**config.mk**
```make
export PLATFORM = sky130hd
export DESIGN_NAME = burst_pulse_gen
export DESIGN_NICKNAME = d
export VERILOG_FILES = /design/src/rtl/bpg_pkg.sv /design/src/rtl/bpg_regs.sv /design/src/rtl/bpg_timer.sv /design/src/rtl/bpg_seq.sv /design/src/rtl/burst_pulse_gen.sv
export SDC_FILE = /design/constraint.sdc
export NUM_CORES = 1
export LEC_CHECK = 0
export BUFFER_PORTS_ARGS = -buffer_cell sky130_fd_sc_hd__buf_2
export CAP_MARGIN = 5
export CORE_ASPECT_RATIO = 1.25
export CORE_UTILIZATION = 60
export CTS_CLUSTER_DIAMETER = 40
export DETAILED_ROUTE_END_ITERATION = 10
export GPL_TIMING_DRIVEN = 0
export PLACE_DENSITY = 0.77
export SYNTH_ARGS = -nofsm -noshare
export SYNTH_HDL_FRONTEND = slang
export SYNTH_SLANG_ARGS = --single-unit
```
**constraint.sdc**
```tcl
create_clock -name clk_i -period 5.95 [get_ports clk_i]
set_input_delay 0.2975 -clock clk_i [delete_from_list [all_inputs] [get_ports clk_i]]
set_output_delay 0.2975 -clock clk_i [all_outputs]
set_load 0.02 [all_outputs]
```
**src/rtl/bpg_pkg.sv**
```systemverilog
package bpg_pkg;
  typedef enum logic [1:0] {PH_PAUSE, PH_LEAD, PH_MAIN, PH_TAIL} phase_e;

  localparam int A_CTRL  = 0;
  localparam int A_LCNT  = 1;
  localparam int A_MCNT  = 2;
  localparam int A_PER0  = 3;
  localparam int A_CMD   = 7;
  localparam int N_PER   = 4;
  localparam int TAIL_LSB = 8;
endpackage

```
**src/rtl/bpg_regs.sv**
```systemverilog
module bpg_regs
  import bpg_pkg::*;
#(
  parameter int DATA_W = 16,
  parameter int ADDR_W = 3,
  parameter int CNT_W  = 7,
  parameter int TAIL_W = 4,
  parameter int PER_W  = 16
) (
  input  logic              clk_i,
  input  logic              rst_ni,
  input  logic              we_i,
  input  logic [ADDR_W-1:0] addr_i,
  input  logic [DATA_W-1:0] wdata_i,
  output logic              en_o,
  output logic              trig_sel_o,
  output logic              chan_mode_o,
  output logic              chan_sel_o,
  output logic              pol_o,
  output logic              pause_lvl_o,
  output logic              pause_hiz_o,
  output logic [CNT_W-1:0]  lead_cnt_o,
  output logic [CNT_W-1:0]  main_cnt_o,
  output logic [TAIL_W-1:0] tail_cnt_o,
  output logic [PER_W-1:0]  lead_hi_o,
  output logic [PER_W-1:0]  lead_lo_o,
  output logic [PER_W-1:0]  main_hi_o,
  output logic [PER_W-1:0]  main_lo_o,
  output logic              sw_trig_o,
  output logic              stop_o
);
  logic [6:0]       ctrl_q;
  logic [PER_W-1:0] per_q [N_PER];

  always_ff @(posedge clk_i or negedge rst_ni) begin
    if (!rst_ni) begin
      ctrl_q     <= '0;
      lead_cnt_o <= '0;
      main_cnt_o <= '0;
      tail_cnt_o <= '0;
    end else if (we_i) begin
      if (addr_i == ADDR_W'(A_CTRL)) ctrl_q <= wdata_i[6:0];
      if (addr_i == ADDR_W'(A_LCNT)) lead_cnt_o <= wdata_i[CNT_W-1:0];
      if (addr_i == ADDR_W'(A_MCNT)) begin
        main_cnt_o <= wdata_i[CNT_W-1:0];
        tail_cnt_o <= wdata_i[TAIL_LSB +: TAIL_W];
      end
    end
  end

  for (genvar g = 0; g < N_PER; g++) begin : g_per
    always_ff @(posedge clk_i or negedge rst_ni) begin
      if (!rst_ni) per_q[g] <= PER_W'(1);
      else if (we_i && addr_i == ADDR_W'(A_PER0 + g)) per_q[g] <= wdata_i[PER_W-1:0];
    end
  end

  assign lead_hi_o = per_q[0];
  assign lead_lo_o = per_q[1];
  assign main_hi_o = per_q[2];
  assign main_lo_o = per_q[3];

  assign en_o        = ctrl_q[0];
  assign trig_sel_o  = ctrl_q[1];
  assign chan_mode_o = ctrl_q[2];
  assign chan_sel_o  = ctrl_q[3];
  assign pol_o       = ctrl_q[4];
  assign pause_lvl_o = ctrl_q[5];
  assign pause_hiz_o = ctrl_q[6];

  // command bits are strobes, never stored
  assign sw_trig_o = we_i && addr_i == ADDR_W'(A_CMD) && wdata_i[0];
  assign stop_o    = we_i && addr_i == ADDR_W'(A_CMD) && wdata_i[1];
endmodule

```
**src/rtl/bpg_timer.sv**
```systemverilog
module bpg_timer #(
  parameter int PER_W = 16
) (
  input  logic             clk_i,
  input  logic             rst_ni,
  input  logic             load_i,
  input  logic [PER_W-1:0] load_val_i,
  output logic             expire_o
);
  logic [PER_W-1:0] cnt_q;

  always_ff @(posedge clk_i or negedge rst_ni) begin
    if (!rst_ni)            cnt_q <= '0;
    else if (load_i)        cnt_q <= load_val_i;
    else if (cnt_q != '0)   cnt_q <= cnt_q - 1'b1;
  end

  assign expire_o = (cnt_q == '0);


  count_down_chk: assert property (@(posedge clk_i) disable iff (!rst_ni)
    (!load_i && cnt_q != '0) |=> cnt_q == $past(cnt_q) - 1'b1);
endmodule

```
**src/rtl/bpg_seq.sv**
```systemverilog
module bpg_seq
  import bpg_pkg::*;
#(
  parameter int CNT_W  = 7,
  parameter int TAIL_W = 4,
  parameter int PER_W  = 16
) (
  input  logic              clk_i,
  input  logic              rst_ni,
  input  logic              trig_i,
  input  logic              en_i,
  input  logic              stop_i,
  input  logic              pol_i,
  input  logic [CNT_W-1:0]  lead_cnt_i,
  input  logic [CNT_W-1:0]  main_cnt_i,
  input  logic [TAIL_W-1:0] tail_cnt_i,
  input  logic [PER_W-1:0]  lead_hi_i,
  input  logic [PER_W-1:0]  lead_lo_i,
  input  logic [PER_W-1:0]  main_hi_i,
  input  logic [PER_W-1:0]  main_lo_i,
  input  logic              expire_i,
  output logic              load_o,
  output logic [PER_W-1:0]  load_val_o,
  output logic              level_o,
  output logic              busy_o,
  output logic              done_o
);
  phase_e           phase_q, phase_d, after_pause, after_lead, after_main, nxt;
  logic             half_q, half_d;
  logic [CNT_W-1:0] left_q, left_d;
  logic             done_q, done_d;

  function automatic logic lvl_of(phase_e ph, logic hf);
    return ~pol_i ^ hf ^ (ph == PH_TAIL);
  endfunction

  // returns cycles minus one for the given half; period 0 acts as 1
  function automatic logic [PER_W-1:0] half_len(phase_e ph, logic hf);
    logic [PER_W-1:0] p;
    if (ph == PH_LEAD) p = lvl_of(ph, hf) ? lead_hi_i : lead_lo_i;
    else               p = lvl_of(ph, hf) ? main_hi_i : main_lo_i;
    return (p == '0) ? '0 : p - 1'b1;
  endfunction

  function automatic logic [CNT_W-1:0] cnt_of(phase_e ph);
    case (ph)
      PH_LEAD: return lead_cnt_i;
      PH_MAIN: return main_cnt_i;
      PH_TAIL: return CNT_W'(tail_cnt_i);
      default: return '0;
    endcase
  endfunction

  always_comb begin
    after_main  = (tail_cnt_i != '0) ? PH_TAIL : PH_PAUSE;
    after_lead  = (main_cnt_i != '0) ? PH_MAIN : after_main;
    after_pause = (lead_cnt_i != '0) ? PH_LEAD : after_lead;
    case (phase_q)
      PH_LEAD: nxt = after_lead;
      PH_MAIN: nxt = after_main;
      default: nxt = PH_PAUSE;
    endcase
  end

  always_comb begin
    phase_d    = phase_q;
    half_d     = half_q;
    left_d     = left_q;
    done_d     = 1'b0;
    load_o     = 1'b0;
    load_val_o = '0;
    if (stop_i) begin
      phase_d = PH_PAUSE;
      half_d  = 1'b0;
    end else if (phase_q == PH_PAUSE) begin
      if (trig_i && en_i) begin
        if (after_pause == PH_PAUSE) begin
          done_d = 1'b1;
        end else begin
          phase_d    = after_pause;
          half_d     = 1'b0;
          left_d     = cnt_of(after_pause);
          load_o     = 1'b1;
          load_val_o = half_len(after_pause, 1'b0);
        end
      end
    end else if (expire_i) begin
      if (!half_q) begin
        half_d     = 1'b1;
        load_o     = 1'b1;
        load_val_o = half_len(phase_q, 1'b1);
      end else if (left_q > CNT_W'(1)) begin
        left_d     = left_q - 1'b1;
        half_d     = 1'b0;
        load_o     = 1'b1;
        load_val_o = half_len(phase_q, 1'b0);
      end else if (nxt == PH_PAUSE) begin
        phase_d = PH_PAUSE;
        half_d  = 1'b0;
        done_d  = 1'b1;
      end else begin
        phase_d    = nxt;
        half_d     = 1'b0;
        left_d     = cnt_of(nxt);
        load_o     = 1'b1;
        load_val_o = half_len(nxt, 1'b0);
      end
    end
  end

  always_ff @(posedge clk_i or negedge rst_ni) begin
    if (!rst_ni) begin
      phase_q <= PH_PAUSE;
      half_q  <= 1'b0;
      left_q  <= '0;
      done_q  <= 1'b0;
    end else begin
      phase_q <= phase_d;
      half_q  <= half_d;
      left_q  <= left_d;
      done_q  <= done_d;
    end
  end

  assign busy_o  = (phase_q != PH_PAUSE);
  assign level_o = busy_o ? lvl_of(phase_q, half_q) : 1'b0;
  assign done_o  = done_q;


  phase_hold_chk: assert property (@(posedge clk_i) disable iff (!rst_ni)
    (phase_q != PH_PAUSE && !expire_i && !stop_i) |=> $stable(phase_q));

  first_half_chk: assert property (@(posedge clk_i) disable iff (!rst_ni)
    $rose(busy_o) |-> !half_q);

  gated_chk: assert property (@(posedge clk_i) disable iff (!rst_ni)
    (phase_q == PH_PAUSE && !en_i) |=> phase_q == PH_PAUSE);

  abort_chk: assert property (@(posedge clk_i) disable iff (!rst_ni)
    stop_i |=> (phase_q == PH_PAUSE && !done_q));

  busy_ignore_chk: assert property (@(posedge clk_i) disable iff (!rst_ni)
    (busy_o && trig_i && !expire_i && !stop_i) |=> ($stable(left_q) && $stable(half_q)));

  done_idle_chk: assert property (@(posedge clk_i) disable iff (!rst_ni)
    done_q |-> phase_q == PH_PAUSE);
endmodule

```
**src/rtl/burst_pulse_gen.sv**
```systemverilog
module burst_pulse_gen #(
  parameter int DATA_W = 16,
  parameter int ADDR_W = 3,
  parameter int CNT_W  = 7,
  parameter int TAIL_W = 4,
  parameter int PER_W  = 16
) (
  input  logic              clk_i,
  input  logic              rst_ni,
  input  logic              reg_we_i,
  input  logic [ADDR_W-1:0] reg_addr_i,
  input  logic [DATA_W-1:0] reg_wdata_i,
  input  logic              seq_trig_i,
  input  logic              seq_chan_i,
  output logic              pad_o,
  output logic              pad_oe_o,
  output logic              chan_o,
  output logic              busy_o,
  output logic              done_o
);
  logic en, trig_sel, chan_mode, chan_sel, pol, pause_lvl, pause_hiz;
  logic sw_trig, stop, trig, expire, load, level;
  logic [CNT_W-1:0]  lead_cnt, main_cnt;
  logic [TAIL_W-1:0] tail_cnt;
  logic [PER_W-1:0]  lead_hi, lead_lo, main_hi, main_lo, load_val;

  bpg_regs #(.DATA_W(DATA_W), .ADDR_W(ADDR_W), .CNT_W(CNT_W), .TAIL_W(TAIL_W), .PER_W(PER_W)) u_regs (
    .clk_i, .rst_ni,
    .we_i(reg_we_i), .addr_i(reg_addr_i), .wdata_i(reg_wdata_i),
    .en_o(en), .trig_sel_o(trig_sel), .chan_mode_o(chan_mode), .chan_sel_o(chan_sel),
    .pol_o(pol), .pause_lvl_o(pause_lvl), .pause_hiz_o(pause_hiz),
    .lead_cnt_o(lead_cnt), .main_cnt_o(main_cnt), .tail_cnt_o(tail_cnt),
    .lead_hi_o(lead_hi), .lead_lo_o(lead_lo), .main_hi_o(main_hi), .main_lo_o(main_lo),
    .sw_trig_o(sw_trig), .stop_o(stop)
  );

  assign trig = trig_sel ? seq_trig_i : sw_trig;

  bpg_timer #(.PER_W(PER_W)) u_timer (
    .clk_i, .rst_ni, .load_i(load), .load_val_i(load_val), .expire_o(expire)
  );

  bpg_seq #(.CNT_W(CNT_W), .TAIL_W(TAIL_W), .PER_W(PER_W)) u_seq (
    .clk_i, .rst_ni,
    .trig_i(trig), .en_i(en), .stop_i(stop), .pol_i(pol),
    .lead_cnt_i(lead_cnt), .main_cnt_i(main_cnt), .tail_cnt_i(tail_cnt),
    .lead_hi_i(lead_hi), .lead_lo_i(lead_lo), .main_hi_i(main_hi), .main_lo_i(main_lo),
    .expire_i(expire), .load_o(load), .load_val_o(load_val),
    .level_o(level), .busy_o(busy_o), .done_o(done_o)
  );

  assign pad_o    = busy_o ? level : (pause_hiz ? 1'b0 : pause_lvl);
  assign pad_oe_o = busy_o | ~pause_hiz;
  assign chan_o   = chan_mode ? seq_chan_i : chan_sel;
endmodule

```
==> impl_metrics.csv, run 1 <==
group,metric,value,unit
logic_synthesis,synth_area_leader_cell,"dfrtp_1",
global_routing,antenna_found_initial,0,
cts,clk_latency,0.43,ns
place,dp_slack,0.114,ns
cts,clkTransAtPathRegs,0.06,ns
finish,final_core_util,0.688,
logic_synthesis,ys_seq_area_frac,0.314,
finish,nets,1026,
finish,final_layout_size_suffix_gt1_frac,0.249,
detailed_routing,first_iter_violations,742,
power_and_ir_drop,power_frac_comb,0.514,
min_path,holdPathStages,2,
setup_path,worst-path-max-fanout,10,
setup_path,critical_path_class,"register to register",
power_and_ir_drop,power.density,483,nW/um^2
power_and_ir_drop,p_int,2800,uW
min_path,hold_end,"u_regs.main_lo_o[12]$_DFFE_PN0P_",
cts,cts_root_buf,"clkbuf_16",
logic_synthesis,yosysWarnings,0,
setup_path,cp-start-kind,"register",
global_routing,grt_pass1_wl,48200,um
timing,slew_viol_final,0,
finish,area_delta_synth_final,11.5,%
detailed_routing,wl_per_cell,26.2,um
timing,fin_crit_sh,0.963,
global_routing,gr-total-overflow,0,
timing,worst_slack,0.218,ns
setup_path,startpoint,"u_regs.tail_cnt_o[3]$_DFFE_PN0P_",
floorplan,dieArea,15900,um^2
timing,rsz0062_at_grt,"no",
power_and_ir_drop,total_power,4990,uW
global_routing,grt_max_degree,78,
power_and_ir_drop,p_leak,0.00400,uW
power_and_ir_drop,ir_worst_vdd,325,uV
place,port_buffers,25,
logic_synthesis,synth.distinct_cells,82,
logic_synthesis,synth_top_area_frac,0.303,
min_path,hp-class,"input pin to register",
setup_path,cp-end-kind,"register",
detailed_routing,drc,0,
cts,cts_setup_buffers,0,
global_routing,grt_pass1_vias,8150,
power_and_ir_drop,clkPwrFrac,0.231,
logic_synthesis,synth_edf_count,0,
power_and_ir_drop,power_frac_seq,0.255,
setup_path,r2r-start,"u_regs.tail_cnt_o[3]$_DFFE_PN0P_",
timing,tightest_slew,1.14,ns
power_and_ir_drop,sw_frac_of_total,0.438,
detailed_routing,drt-vias-per-instance,6.99,
logic_synthesis,synth_area_leaders,"dfrtp_1 (30%), mux2_2 (12%), mux4_2 (7.5%)",
floorplan,start_util,0.617,
min_path,worstHoldStart,"reg_wdata_i[12]",
logic_synthesis,synthFlopType,"dfrtp_1",
run,maxCapViolCount,0,
global_routing,grt_use_total,0.409,
logic_synthesis,synth_nets,980,
logic_synthesis,ys_seq_elements,116,
setup_path,timing.rr.end,"u_timer.cnt_q[8]$_DFFE_PN0P_",
timing,relSlewSlack,0.237,
detailed_routing,drtAntennaViolNets,0,
finish,n_fill_cell,1183,
power_and_ir_drop,p_sw,2190,uW
logic_synthesis,async_reset_ff_frac,1.00,
cts,cts_max_path_buffers,2,
logic_synthesis,syn_area_per_cell,9.83,um^2
setup_path,critPathRequiredTime,6.25,ns
cts,clock_sinks,116,
setup_path,rr_worst_depth,18,
timing,max_freq,174,MHz
floorplan,die_h,141,um
finish,antenna_cells,0,
cts,cts_buffers,17,
floorplan,rows,50,
cts,tritoncts,"done",
timing,setup_violations,0,
place,dp_hpwl,22900,um
detailed_routing,vias,8262,
place,gp_congestion,1.04,
outcome,status,"finished, final reports clean",
floorplan,core,15000,um^2
detailed_routing,drtPass1Iterations,6,
floorplan,ioPinCount,29,
setup_path,ff2ff_setup_slack,0.22,ns
logic_synthesis,synth_area,9260,um^2
timing,finClkSkew,0.00991,ns
timing,hold_ws,0.140,ns
timing,setup_tns,0,ns
timing,hold_viol_final,0,
setup_path,cp.arrival,6.03,ns
detailed_routing,drt_wl_total,31000,um
timing,min_period,5.73,ns
logic_synthesis,netlist_instances,942,
floorplan,die_x,113,um
cts,cts_max_level,4,
[flip-flops by register name, summed over array words and instances, names as in the netlist, 4 cells and up]
register and cells:
u_regs.lead_hi_o 16, u_regs.lead_lo_o 16, u_regs.main_hi_o 16, u_regs.main_lo_o 16
u_timer.cnt_q 16, u_regs.ctrl_q 7, u_regs.lead_cnt_o 7, u_regs.main_cnt_o 7
u_seq.left_q 7, u_regs.tail_cnt_o 4
[layout by cell type (no fill, tap or decap), drive strengths merged, types with 40 or more instances in the layout]
cell,Yosys,routed
nor3,40,40
xnor2,42,42
dfrtp,112,112
buf,18,44
clkbuf,39,56
a21oi,44,44
mux2,100,100
nor2,86,86
nand2,67,67
[cells in the mapped netlist (5+ instances only)]
| master | instances |
|---|---|
| a211oi_1 | 11 |
| a21oi_1 | 44 |
| a31o_2 | 6 |
| a31oi_1 | 7 |
| buf_2 | 9 |
| clkbuf_1 | 39 |
| dfrtp_1 | 112 |
| ha_1 | 14 |
| inv_1 | 18 |
| mux2_2 | 99 |
| mux2i_1 | 26 |
| mux4_1 | 5 |
| mux4_2 | 31 |
| nand2_1 | 65 |
| nand3_1 | 23 |
| nand3b_1 | 5 |
| nand4_1 | 6 |
| nand4b_1 | 6 |
| nor2_1 | 84 |
| nor2b_1 | 10 |
| nor3_1 | 37 |
| nor3b_1 | 8 |
| nor4_1 | 15 |
| nor4_2 | 5 |
| o211ai_1 | 11 |
| o21ai_0 | 28 |
| o21bai_1 | 7 |
| o221ai_1 | 10 |
| o22ai_1 | 11 |
| o41ai_1 | 5 |
| or3_1 | 12 |
| or4_1 | 6 |
| xnor2_1 | 42 |
| xor2_1 | 35 |
[per-layer routing]
layer / GRT usage / part of all wire / up-vias
met1: 0.507 / 0.38 / 4048
met5: 0 / 0 / -
met4: 0.276 / 0.072 / 0
met3: 0.0718 / 0.072 / 124
met2: 0.655 / 0.47 / 447
li1: - / - / 3643
[repair_timing]
action	4_1_cts	5_1_grt
hold endpoints to repair	39	0
hold buffers	1	0
setup endpoints to repair	0	12
gates resized for setup	0	2
[area by class of cell]
cell class | count | area, um^2 | area share
Clock inverter | 14 | 228 | 0.0221
Inverter | 19 | 71.3 | 0.00691
Tap cell | 182 | 228 | 0.0221
Multi-Input combinational cell | 750 | 6040 | 0.585
Timing Repair Buffer | 27 | 169 | 0.0164
Clock buffer | 17 | 425 | 0.0412
Buffer | 57 | 259 | 0.0251
Sequential cell | 116 | 2910 | 0.282
[worst max-delay path: stages, from the launching register on]
cell and delay [ns]:
dfrtp_1 0.45, or4_1 0.53, clkbuf_1 0.18, nand2_1 0.09, nor2_1 0.12, xnor2_2 0.45
buf_2 0.38, buf_2 0.31, mux2i_1 0.24, ha_1 0.31, nor3b_1 0.46, nand4_1 0.39
nor4_1 0.28, mux2i_1 0.17, nand2_1 0.26, buf_2 0.30, o32ai_1 0.18, a211oi_1 0.38
o21bai_1 0.11
[cell families (layout without fill, tap and decap cells)]
kind of cell	count (synthesis)	in the layout	share of synthesized area
AND/OR/NAND/NOR	312	312	0.178
AO/OA/AOI/OAI	184	184	0.139
multiplexers	162	162	0.240
flip-flops	116	116	0.314
XOR/XNOR	78	78	0.0746
buffers and inverters	76	134	0.0357
adder cells (fa/ha/maj)	14	14	0.0189
[power groups by stage]
stage / combinational [uW] / sequential (uW) / clock (uW)
after global routing: 2740 / 1290 / 1190
after detailed placement: 2480 / 1260 / 0
after global placement: 2460 / 1250 / 0
after CTS: 2500 / 1260 / 1160
final: 2570 / 1270 / 1150
after floorplan: 1850 / 1170 / 0
[stage by stage]
step	area [um^2]	std cells
floorplan	9260	942
detailed placement	9650	1150
finish	10300	1182
global route	10300	1182
global placement	9610	1149
CTS	10300	1182
[how the worst max path moves through the flow]
stage	endpoint	cells after the start
5_1_grt	u_timer.cnt_q[9]$_DFFE_PN0P_	18
4_1_cts	u_timer.cnt_q[8]$_DFFE_PN0P_	18
6_report	u_timer.cnt_q[8]$_DFFE_PN0P_	18
3_3_place_gp	u_timer.cnt_q[8]$_DFFE_PN0P_	18
3_5_place_dp	u_timer.cnt_q[8]$_DFFE_PN0P_	18
2_1_floorplan	u_timer.cnt_q[9]$_DFFE_PN0P_	18
Note: power is estimated with default switching activity, not from simulation.
==> run 2, diff against run 1 <==
--- a/config.mk
+++ b/config.mk
@@ -11,7 +11,8 @@
 export CORE_UTILIZATION = 60
 export CTS_CLUSTER_DIAMETER = 40
 export DETAILED_ROUTE_END_ITERATION = 10
-export GPL_TIMING_DRIVEN = 0
+export GPL_TIMING_DRIVEN = 1
+export HOLD_SLACK_MARGIN = 0.15
 export PLACE_DENSITY = 0.77
 export SYNTH_ARGS = -nofsm -noshare
 export SYNTH_HDL_FRONTEND = slang
==> run 2 against run 1 <==
Against the previous run: count of clock-buffer cells in the layout rose by 1; global-route usage fell by 3.7 points; largest power group unchanged; routed wire length fell by 8.7%.
==> impl_metrics.csv, run 2 (synthesis gave the netlist of run 1 again) <==
group,metric,value,unit
outcome,status,"finished, final reports clean",
timing,tightest_slew,1.28,ns
timing,fin_crit_sh,0.852,
place,gp_congestion,1.02,
timing,setup_tns,0,ns
global_routing,grt_max_degree,62,
power_and_ir_drop,power.density,475,nW/um^2
cts,cts_max_path_buffers,2,
detailed_routing,first_iter_violations,795,
finish,layout_common_cells,"dfrtp_1 (112), mux2_2 (99), nor2_1 (84)",
floorplan,rows,50,
floorplan,start_util,0.617,
setup_path,critical_path_class,"register to register",
finish,antenna_cells,0,
place,dp_hpwl,20400,um
cts,clkTransAtPathRegs,0.06,ns
global_routing,grt_pass1_vias,7754,
floorplan,core,15000,um^2
setup_path,cp-end-kind,"register",
floorplan,dieArea,15900,um^2
cts,cts_setup_buffers,0,
floorplan,die_x,113,um
detailed_routing,drt-vias-per-instance,7.07,
cts,cts_max_level,4,
timing,setup_violations,0,
detailed_routing,wl_per_cell,24.7,um
detailed_routing,drc,0,
power_and_ir_drop,p_leak,0.00396,uW
setup_path,cp.arrival,5.36,ns
place,port_buffers,28,
timing,hold_viol_final,0,
global_routing,grt_use_total,0.372,
global_routing,antenna_found_initial,0,
timing,finClkSkew,0.0124,ns
finish,final_common_cell,"dfrtp_1",
cts,cts_buffers,17,
global_routing,gr-total-overflow,0,
cts,tritoncts,"done",
setup_path,timing.rr.end,"u_timer.cnt_q[5]$_DFFE_PN0P_",
timing,rsz0062_at_grt,"no",
timing,relSlewSlack,0.145,
finish,nets,989,
setup_path,startpoint,"u_regs.tail_cnt_o[3]$_DFFE_PN0P_",
cts,clk_latency,0.43,ns
setup_path,cp-start-kind,"register",
global_routing,grt_pass1_wl,44400,um
finish,area_delta_synth_final,9.78,%
setup_path,ff2ff_setup_slack,0.88,ns
place,placed_cells,1108,
floorplan,ioPinCount,29,
floorplan,die_h,141,um
timing,slew_viol_final,0,
detailed_routing,vias,8105,
detailed_routing,drtAntennaViolNets,0,
setup_path,critPathRequiredTime,6.24,ns
cts,cts_root_buf,"clkbuf_16",
timing,hold_ws,0.217,ns
finish,instances_no_fill,1146,
timing,min_period,5.07,ns
cts,cts-resized-gates,0,
setup_path,rr_worst_depth,15,
detailed_routing,drtPass1Iterations,7,
run,maxCapViolCount,0,
timing,max_freq,197,MHz
cts,clock_sinks,116,
setup_path,r2r-start,"u_regs.tail_cnt_o[3]$_DFFE_PN0P_",
setup_path,crit_slowest_cell,"or4_1",
power_and_ir_drop,ir_worst_vdd,317,uV
setup_path,worst-path-max-fanout,22,
setup_path,path_cells,"or4_1 > nand2_1 > nor2_1 > xnor2_2 > buf_4 > mux2i_1 > ha_1 > nor3b_1 > nand4_1 > nor4_1 > mux2i_1 > nand2_1 > o221ai_1 > a32oi_1 > o21ai_1",
setup_path,max_stage_delay,0.67,ns
setup_path,worstSetupEndpoint,"u_timer.cnt_q[5]$_DFFE_PN0P_",
power_and_ir_drop,total_power,4830,uW
detailed_routing,drt_wl_total,28300,um
min_path,hp-class,"input pin to register",
finish,final_layout_size_suffix_gt1_frac,0.261,
## run 2: layout make-up
cell class | count | area [um^2]
clock buffers | 18 | 439
clock inverters | 14 | 166
fillers | 1175 | 4850
inverters | 19 | 71.3
multi-input cells | 750 | 6050
flip-flops and latches | 116 | 2910
well taps | 182 | 228
repair buffers | 47 | 300
## run 2: timing repair
action | in CTS | in global routing
endpoints found under the setup margin | 0 | 0
hold buffers | 6 | 0
endpoints found under the hold margin | 70 | 0
## run 2: worst min-delay path by stage
stage                     cells after the start      startpoint                               end
after global routing                          3  reg_wdata_i[4]      u_regs.ctrl_q[4]$_DFFE_PN0P_
final                                         3  reg_wdata_i[4]      u_regs.ctrl_q[4]$_DFFE_PN0P_
after CTS                                     3  reg_wdata_i[4]      u_regs.ctrl_q[4]$_DFFE_PN0P_
after global placement                        1          rst_ni  u_regs.lead_lo_o[12]$_DFFE_PN0P_
after floorplan                               0          rst_ni      u_regs.ctrl_q[0]$_DFFE_PN0P_
after detailed placement                      1          rst_ni  u_regs.lead_lo_o[12]$_DFFE_PN0P_
## run 2: layer usage
metal,GRT usage,vias to the layer above,routed length [um]
met1,0.478,3993,10900
met5,0,-,0
met4,0.232,0,1770
met3,0.0641,111,2440
li1,-,3560,-
met2,0.584,441,13200
## run 2: worst max-delay path, delay by kind of cell (launching register included)
kind	cells	cell delay, ns
AO/OA/AOI/OAI	3	0.56
XOR/XNOR	1	0.51
adder cells (fa/ha/maj)	1	0.28
buffers and inverters	1	0.39
flip-flops	1	0.45
multiplexers	2	0.39
AND/OR/NAND/NOR	7	2.34
## run 2: metrics by stage
stage / setup slack (ns) / cell area [um^2] / utilization
global placement: 1.18 / 9500 / 0.633
detailed placement: 1.04 / 9500 / 0.633
CTS: 0.978 / 10200 / 0.677
global route: 0.351 / 10200 / 0.677
finish: 0.883 / 10200 / 0.677
floorplan: 1.61 / 9260 / -
## run 2: report_power, final
| part | switching [uW] | total [uW] | internal (uW) |
|---|---|---|---|
| combinational | 1400 | 2440 | 1040 |
| sequential | 333 | 1330 | 1000 |
| clock | 418 | 1060 | 640 |
| total | 2150 | 4830 | 2680 |
